`src/rtl/bcd_alarm_pkg.sv`:
```
package bcd_alarm_pkg;
  localparam int NUM_FIELDS = 4;
  localparam int FIELD_W    = 8;
  localparam int ADDR_W     = $clog2(NUM_FIELDS);
  localparam logic [3:0] BCD_MAX = 4'd9;

  typedef enum logic [1:0] {
    FLD_SEC  = 2'd0,
    FLD_MIN  = 2'd1,
    FLD_HOUR = 2'd2,
    FLD_DAY  = 2'd3
  } field_e;
endpackage

```
`src/rtl/alarm_regfile.sv`:
```
module alarm_regfile #(
  parameter int NF = 4,
  parameter int W  = 8,
  localparam int AW = $clog2(NF)
) (
  input  logic            clk,
  input  logic            rst_n,
  input  logic            acc_wr,
  input  logic            acc_rd,
  input  logic            acc_burst,
  input  logic [AW-1:0]   acc_addr,
  input  logic [W-1:0]    acc_wdata,
  output logic [W-1:0]    acc_rdata,
  output logic [NF*W-1:0] regs_flat
);
  logic [AW-1:0] ptr_q, ptr_d;
  logic [AW-1:0] sel;
  logic [W-1:0]  regs [NF];

  assign sel = acc_burst ? ptr_q : acc_addr;

  always_comb begin
    ptr_d = ptr_q;
    if (acc_wr || acc_rd) ptr_d = AW'(sel + 1'b1);
  end

  always_ff @(posedge clk or negedge rst_n) begin
    if (!rst_n) ptr_q <= '0;
    else        ptr_q <= ptr_d;
  end

  for (genvar i = 0; i < NF; i++) begin : g_reg
    logic we;
    assign we = acc_wr && (sel == AW'(i));
    always_ff @(posedge clk or negedge rst_n) begin
      if (!rst_n)  regs[i] <= '0;
      else if (we) regs[i] <= acc_wdata;
    end
    assign regs_flat[i*W +: W] = regs[i];
  end

  assign acc_rdata = regs[sel];
endmodule

```
`src/rtl/field_compare.sv`:
```
module field_compare
  import bcd_alarm_pkg::*;
#(
  parameter int W = 8
) (
  input  logic [W-1:0] alarm_reg,
  input  logic [W-1:0] cur_time,
  output logic         field_ok
);
  logic masked, digit_ok, equal;

  always_comb begin
    masked   = alarm_reg[W-1];
    digit_ok = (alarm_reg[3:0] <= BCD_MAX);
    equal    = (alarm_reg[W-2:0] == cur_time[W-2:0]);
    field_ok = masked || (digit_ok && equal);
  end
endmodule

```
`src/rtl/alarm_event_ctrl.sv`:
```
module alarm_event_ctrl (
  input  logic clk,
  input  logic rst_n,
  input  logic all_match,
  input  logic alarm_en,
  input  logic sleep,
  input  logic clk_ready,
  input  logic status_rd,
  output logic alarm_flag,
  output logic irq_n,
  output logic wake_req
);
  logic armed, armed_q, hit;
  logic flag_d, irq_d, wake_d;

  always_comb begin
    armed  = alarm_en && all_match;
    hit    = armed && !armed_q;
    flag_d = hit || (alarm_flag && !status_rd);
    irq_d  = !(flag_d && !sleep && clk_ready);
    wake_d = sleep && (hit || wake_req);
  end

  always_ff @(posedge clk or negedge rst_n) begin
    if (!rst_n) begin
      armed_q    <= 1'b0;
      alarm_flag <= 1'b0;
      irq_n      <= 1'b1;
      wake_req   <= 1'b0;
    end else begin
      armed_q    <= armed;
      alarm_flag <= flag_d;
      irq_n      <= irq_d;
      wake_req   <= wake_d;
    end
  end
endmodule

```
`src/rtl/bcd_alarm_match.sv`:
```
module bcd_alarm_match
  import bcd_alarm_pkg::*;
(
  input  logic                clk,
  input  logic                rst_n,
  input  logic [FIELD_W-1:0]  time_sec,
  input  logic [FIELD_W-1:0]  time_min,
  input  logic [FIELD_W-1:0]  time_hour,
  input  logic [FIELD_W-1:0]  time_day,
  input  logic                acc_wr,
  input  logic                acc_rd,
  input  logic                acc_burst,
  input  logic [ADDR_W-1:0]   acc_addr,
  input  logic [FIELD_W-1:0]  acc_wdata,
  output logic [FIELD_W-1:0]  acc_rdata,
  input  logic                alarm_en,
  input  logic                sleep,
  input  logic                clk_ready,
  input  logic                status_rd,
  output logic                alarm_flag,
  output logic                irq_n,
  output logic                wake_req
);
  logic [NUM_FIELDS*FIELD_W-1:0] regs_flat, time_flat;
  logic [NUM_FIELDS-1:0]         field_ok;
  logic                          all_match;

  assign time_flat = {time_day, time_hour, time_min, time_sec};

  alarm_regfile #(.NF(NUM_FIELDS), .W(FIELD_W)) u_regs (
    .clk(clk), .rst_n(rst_n),
    .acc_wr(acc_wr), .acc_rd(acc_rd), .acc_burst(acc_burst),
    .acc_addr(acc_addr), .acc_wdata(acc_wdata),
    .acc_rdata(acc_rdata), .regs_flat(regs_flat)
  );

  for (genvar f = 0; f < NUM_FIELDS; f++) begin : g_cmp
    field_compare #(.W(FIELD_W)) u_cmp (
      .alarm_reg(regs_flat[f*FIELD_W +: FIELD_W]),
      .cur_time (time_flat[f*FIELD_W +: FIELD_W]),
      .field_ok (field_ok[f])
    );
  end

  assign all_match = &field_ok;

  alarm_event_ctrl u_evt (
    .clk(clk), .rst_n(rst_n), .all_match(all_match),
    .alarm_en(alarm_en), .sleep(sleep), .clk_ready(clk_ready),
    .status_rd(status_rd), .alarm_flag(alarm_flag),
    .irq_n(irq_n), .wake_req(wake_req)
  );
endmodule

```
`config.mk`:
```
export PLATFORM = sky130hd
export DESIGN_NAME = bcd_alarm_match
export DESIGN_NICKNAME = d
export VERILOG_FILES = /design/src/rtl/bcd_alarm_pkg.sv /design/src/rtl/alarm_regfile.sv /design/src/rtl/field_compare.sv /design/src/rtl/alarm_event_ctrl.sv /design/src/rtl/bcd_alarm_match.sv
export SDC_FILE = /design/constraint.sdc
export NUM_CORES = 1
export LEC_CHECK = 0
export ABC_CLOCK_PERIOD_IN_PS = 2900
export BUFFER_PORTS_ARGS = -buffer_cell sky130_fd_sc_hd__buf_2
export CELL_PAD_IN_SITES_DETAIL_PLACEMENT = 1
export CELL_PAD_IN_SITES_GLOBAL_PLACEMENT = 1
export CORE_ASPECT_RATIO = 1.5
export CORE_MARGIN = 4
export CORE_UTILIZATION = 36
export CTS_CLUSTER_SIZE = 8
export DETAILED_ROUTE_END_ITERATION = 8
export PLACE_DENSITY_LB_ADDON = 0.1
export SYNTH_ARGS = -nofsm -noshare
export SYNTH_HDL_FRONTEND = slang
export SYNTH_SLANG_ARGS = --single-unit
```
`constraint.sdc`:
```
create_clock -name clk -period 2.9 [get_ports clk]
set_clock_uncertainty 0.2 [all_clocks]
set_input_delay 0.87 -clock clk [delete_from_list [all_inputs] [get_ports clk]]
set_output_delay 0.87 -clock clk [all_outputs]
set_load 0.02 [all_outputs]
```
==> metrics.txt <==
number of flops mapped to enable cells by yosys 0; Post-DRT Antenna Nets 0; worst hold slack 0.2605 ns; Clock transition at path regs 0.08 ns; CTS Sinks 38; Place WS -0.2778 ns; iteration-0 DRC count of the detailed router 57; status finished with violations; nets@finish 332; # setup viols final 8; Die X 70.45 um; largest area contributor in the netlist dfrtp_1; top-count cell post-synth nand2_1; Final Hold Vio Count 0; Slew Viols, Final 0; commonest cells in the netlist 39 x nand2_1, 37 x dfrtp_1, 23 x xor2_1; Initial Util 37.78%; first-pass GRT wire length 9922 um; routability cong. 0.8079; DR WL met3 254 um; largest net degree at the start of global routing 16; Yosys top cell area share 43.97%; ys flop type dfrtp_1; Post-Syn Area 2106 um^2; Avg Cell Area, Syn 11.02 um^2; layout cell share with drive strength beyond 1 48.92%; worst slew pin tran 0.3802 ns; I/O pin cnt 62; setup TNS -1.451 ns; vias in the first global route 1,929; Met1 Routed Length 2540 um; total CTS buffers 5; CTS tree done; CP startpoint kind primary input; # rows 33; synthesis-stage register bit count 38; Area Overhead vs Synth 46.29%; Cell Count, Final, Fillers Out 348; Max Cap Viol 0; Die Area 7162 um^2; Data required, critical path 1.83 ns; top routing layer used met4; GRT Util Overall 18.37%; failing checks setup timing; DRC 0; antenna violations before repair 0; number of antenna diodes 0; routed vias 1,800; Post-Syn Nets 246; Synth Warn # 0; Clock Latency Late Sink 0.29 ns; Async SR Flop Fraction 100.0%; Final period util 107.8%; final worst setup slack -0.2250 ns; WL final 6452 um; # H-tree levels 2; max_slew headroom 74.42%; Mapped Cells 191; Via density 5.172; Core Footprint 5574 um^2; gr ovfl total 0; Critical Path End Type output pin; reg2reg path depth 6; crit-path max FO 8; DP HPWL 4677 um; fin crit period 3.125 ns; Leakage 1.430 nW; Port Buf Inserts 57; Hold Path Class primary input to asynchronous set/reset pin; met2 WL post-DR 3531 um; synth top area cells dfrtp_1 44%, mux2_2 11%, xor2_1 9.6%; post-synth cell types 30; Pwr Total 2.686 mW; Fmax 0.3200 GHz; critical path class primary input to output pin; Pre-Repair DR Iteration Count 4; peak supply drop 379.3 uV; dpl cells 332; Worst EP arrival 2.05 ns; CTS Root Buffer Type clkbuf_8; drt wl/cell 18.54 um; RSZ-0062 raised after global routing true; sequential area share after synthesis 45.22%; Power per Cell Area 871.8 nW/um^2; clk buf depth 2; Die Y 101.7 um
metal layers:
metal	up-vias	track usage [%]
met2	51	34.27
met3	10	3.277
met4	0	5.752
met5	-	0
met1	890	21.10
li1	849	-
metrics by stage:
stage          utilization [%]  cell area, um^2
3_5_place_dp             48.28             2691
4_1_cts                  53.13             2962
6_report                 55.26             3080
2_1_floorplan                -             2155
3_3_place_gp             48.28             2691
5_1_grt                  55.26             3080
where the power goes:
group	total [mW]	internal, mW	leakage [nW]	switching, mW
clock	0.561	0.367	0.0714	0.194
combinational	1.15	0.619	0.905	0.533
sequential	0.972	0.739	0.453	0.233
total	2.69	1.73	1.43	0.960
flip-flops by register name, summed over array words and instances (netlist names):
name              cells
u_evt.wake_req        1
u_evt.armed_q         1
u_evt.alarm_flag      1
u_regs.ptr_q          2
u_evt.irq_n           1
u_regs.regs_flat     32
kinds of logic after synthesis:
group                    count (synthesis)  synth area share [%]
AO/OA/AOI/OAI                           21                 8.081
XOR/XNOR                                26                 10.81
adder cells (fa/ha/maj)                  4                 2.377
buffers and inverters                    6                 1.069
flip-flops                              38                 45.22
multiplexers                            35                 18.60
AND/OR/NAND/NOR                         61                 13.84
placed cells by master, fill, tap and decap left out, types with 3 or more instances in the layout:
master,Yosys,routed
a31oi_1,8,4
a31oi_4,0,3
a41oi_1,3,3
and3_1,8,4
and3_4,0,4
buf_12,0,7
buf_2,0,48
buf_4,0,20
buf_6,0,5
clkbuf_8,0,6
dfrtp_1,37,37
ha_1,4,4
mux2_1,12,12
mux2_2,21,21
nand2_1,39,32
nand2_2,0,5
nor2_1,5,5
nor4_1,3,3
o21ai_0,4,4
xnor2_1,3,3
xor2_1,23,23
path summary, 6_finish.rpt:
| check | endpoint | startpoint | slack [ns] |
|---|---|---|---|
| min | u_regs.ptr_q[1] | rst_n | 0.26 |
| min in group clk | u_evt.wake_req | u_evt.wake_req | 0.33 |
| max | acc_rdata[7] | acc_burst | -0.22 |
| max reg2reg | u_evt.wake_req | u_regs.regs_flat[1] | 0.47 |
| min reg2reg | u_evt.wake_req | u_evt.wake_req | 0.33 |
| max in group asynchronous | u_regs.regs_flat[21] | rst_n | 1.72 |
timing repair:
action	4_1_cts	5_1_grt
gates resized for setup	22	20
endpoints found under the setup margin	8	8
buffers inserted	6	3
pin swaps	4	5
hold buffers	0	0
cell type report:
| cell class | count | area [um^2] |
|---|---|---|
| flip-flops and latches | 38 | 952.2 |
| multi-input cells | 147 | 1255 |
| inverters | 3 | 26.28 |
| repair buffers | 82 | 616.8 |
| well taps | 70 | 87.58 |
| fillers | 633 | 2494 |
| clock buffers | 6 | 82.58 |
| clock inverters | 2 | 60.06 |
worst max-delay path, stage by stage:
cell and delay, ns:
buf_8 0.08, mux2i_4 0.27, buf_8 0.17, buf_12 0.13, nand2_2 0.05, and3_4 0.17, a31oi_1 0.14, buf_4 0.17
Note: power is estimated with default switching activity, not from simulation.
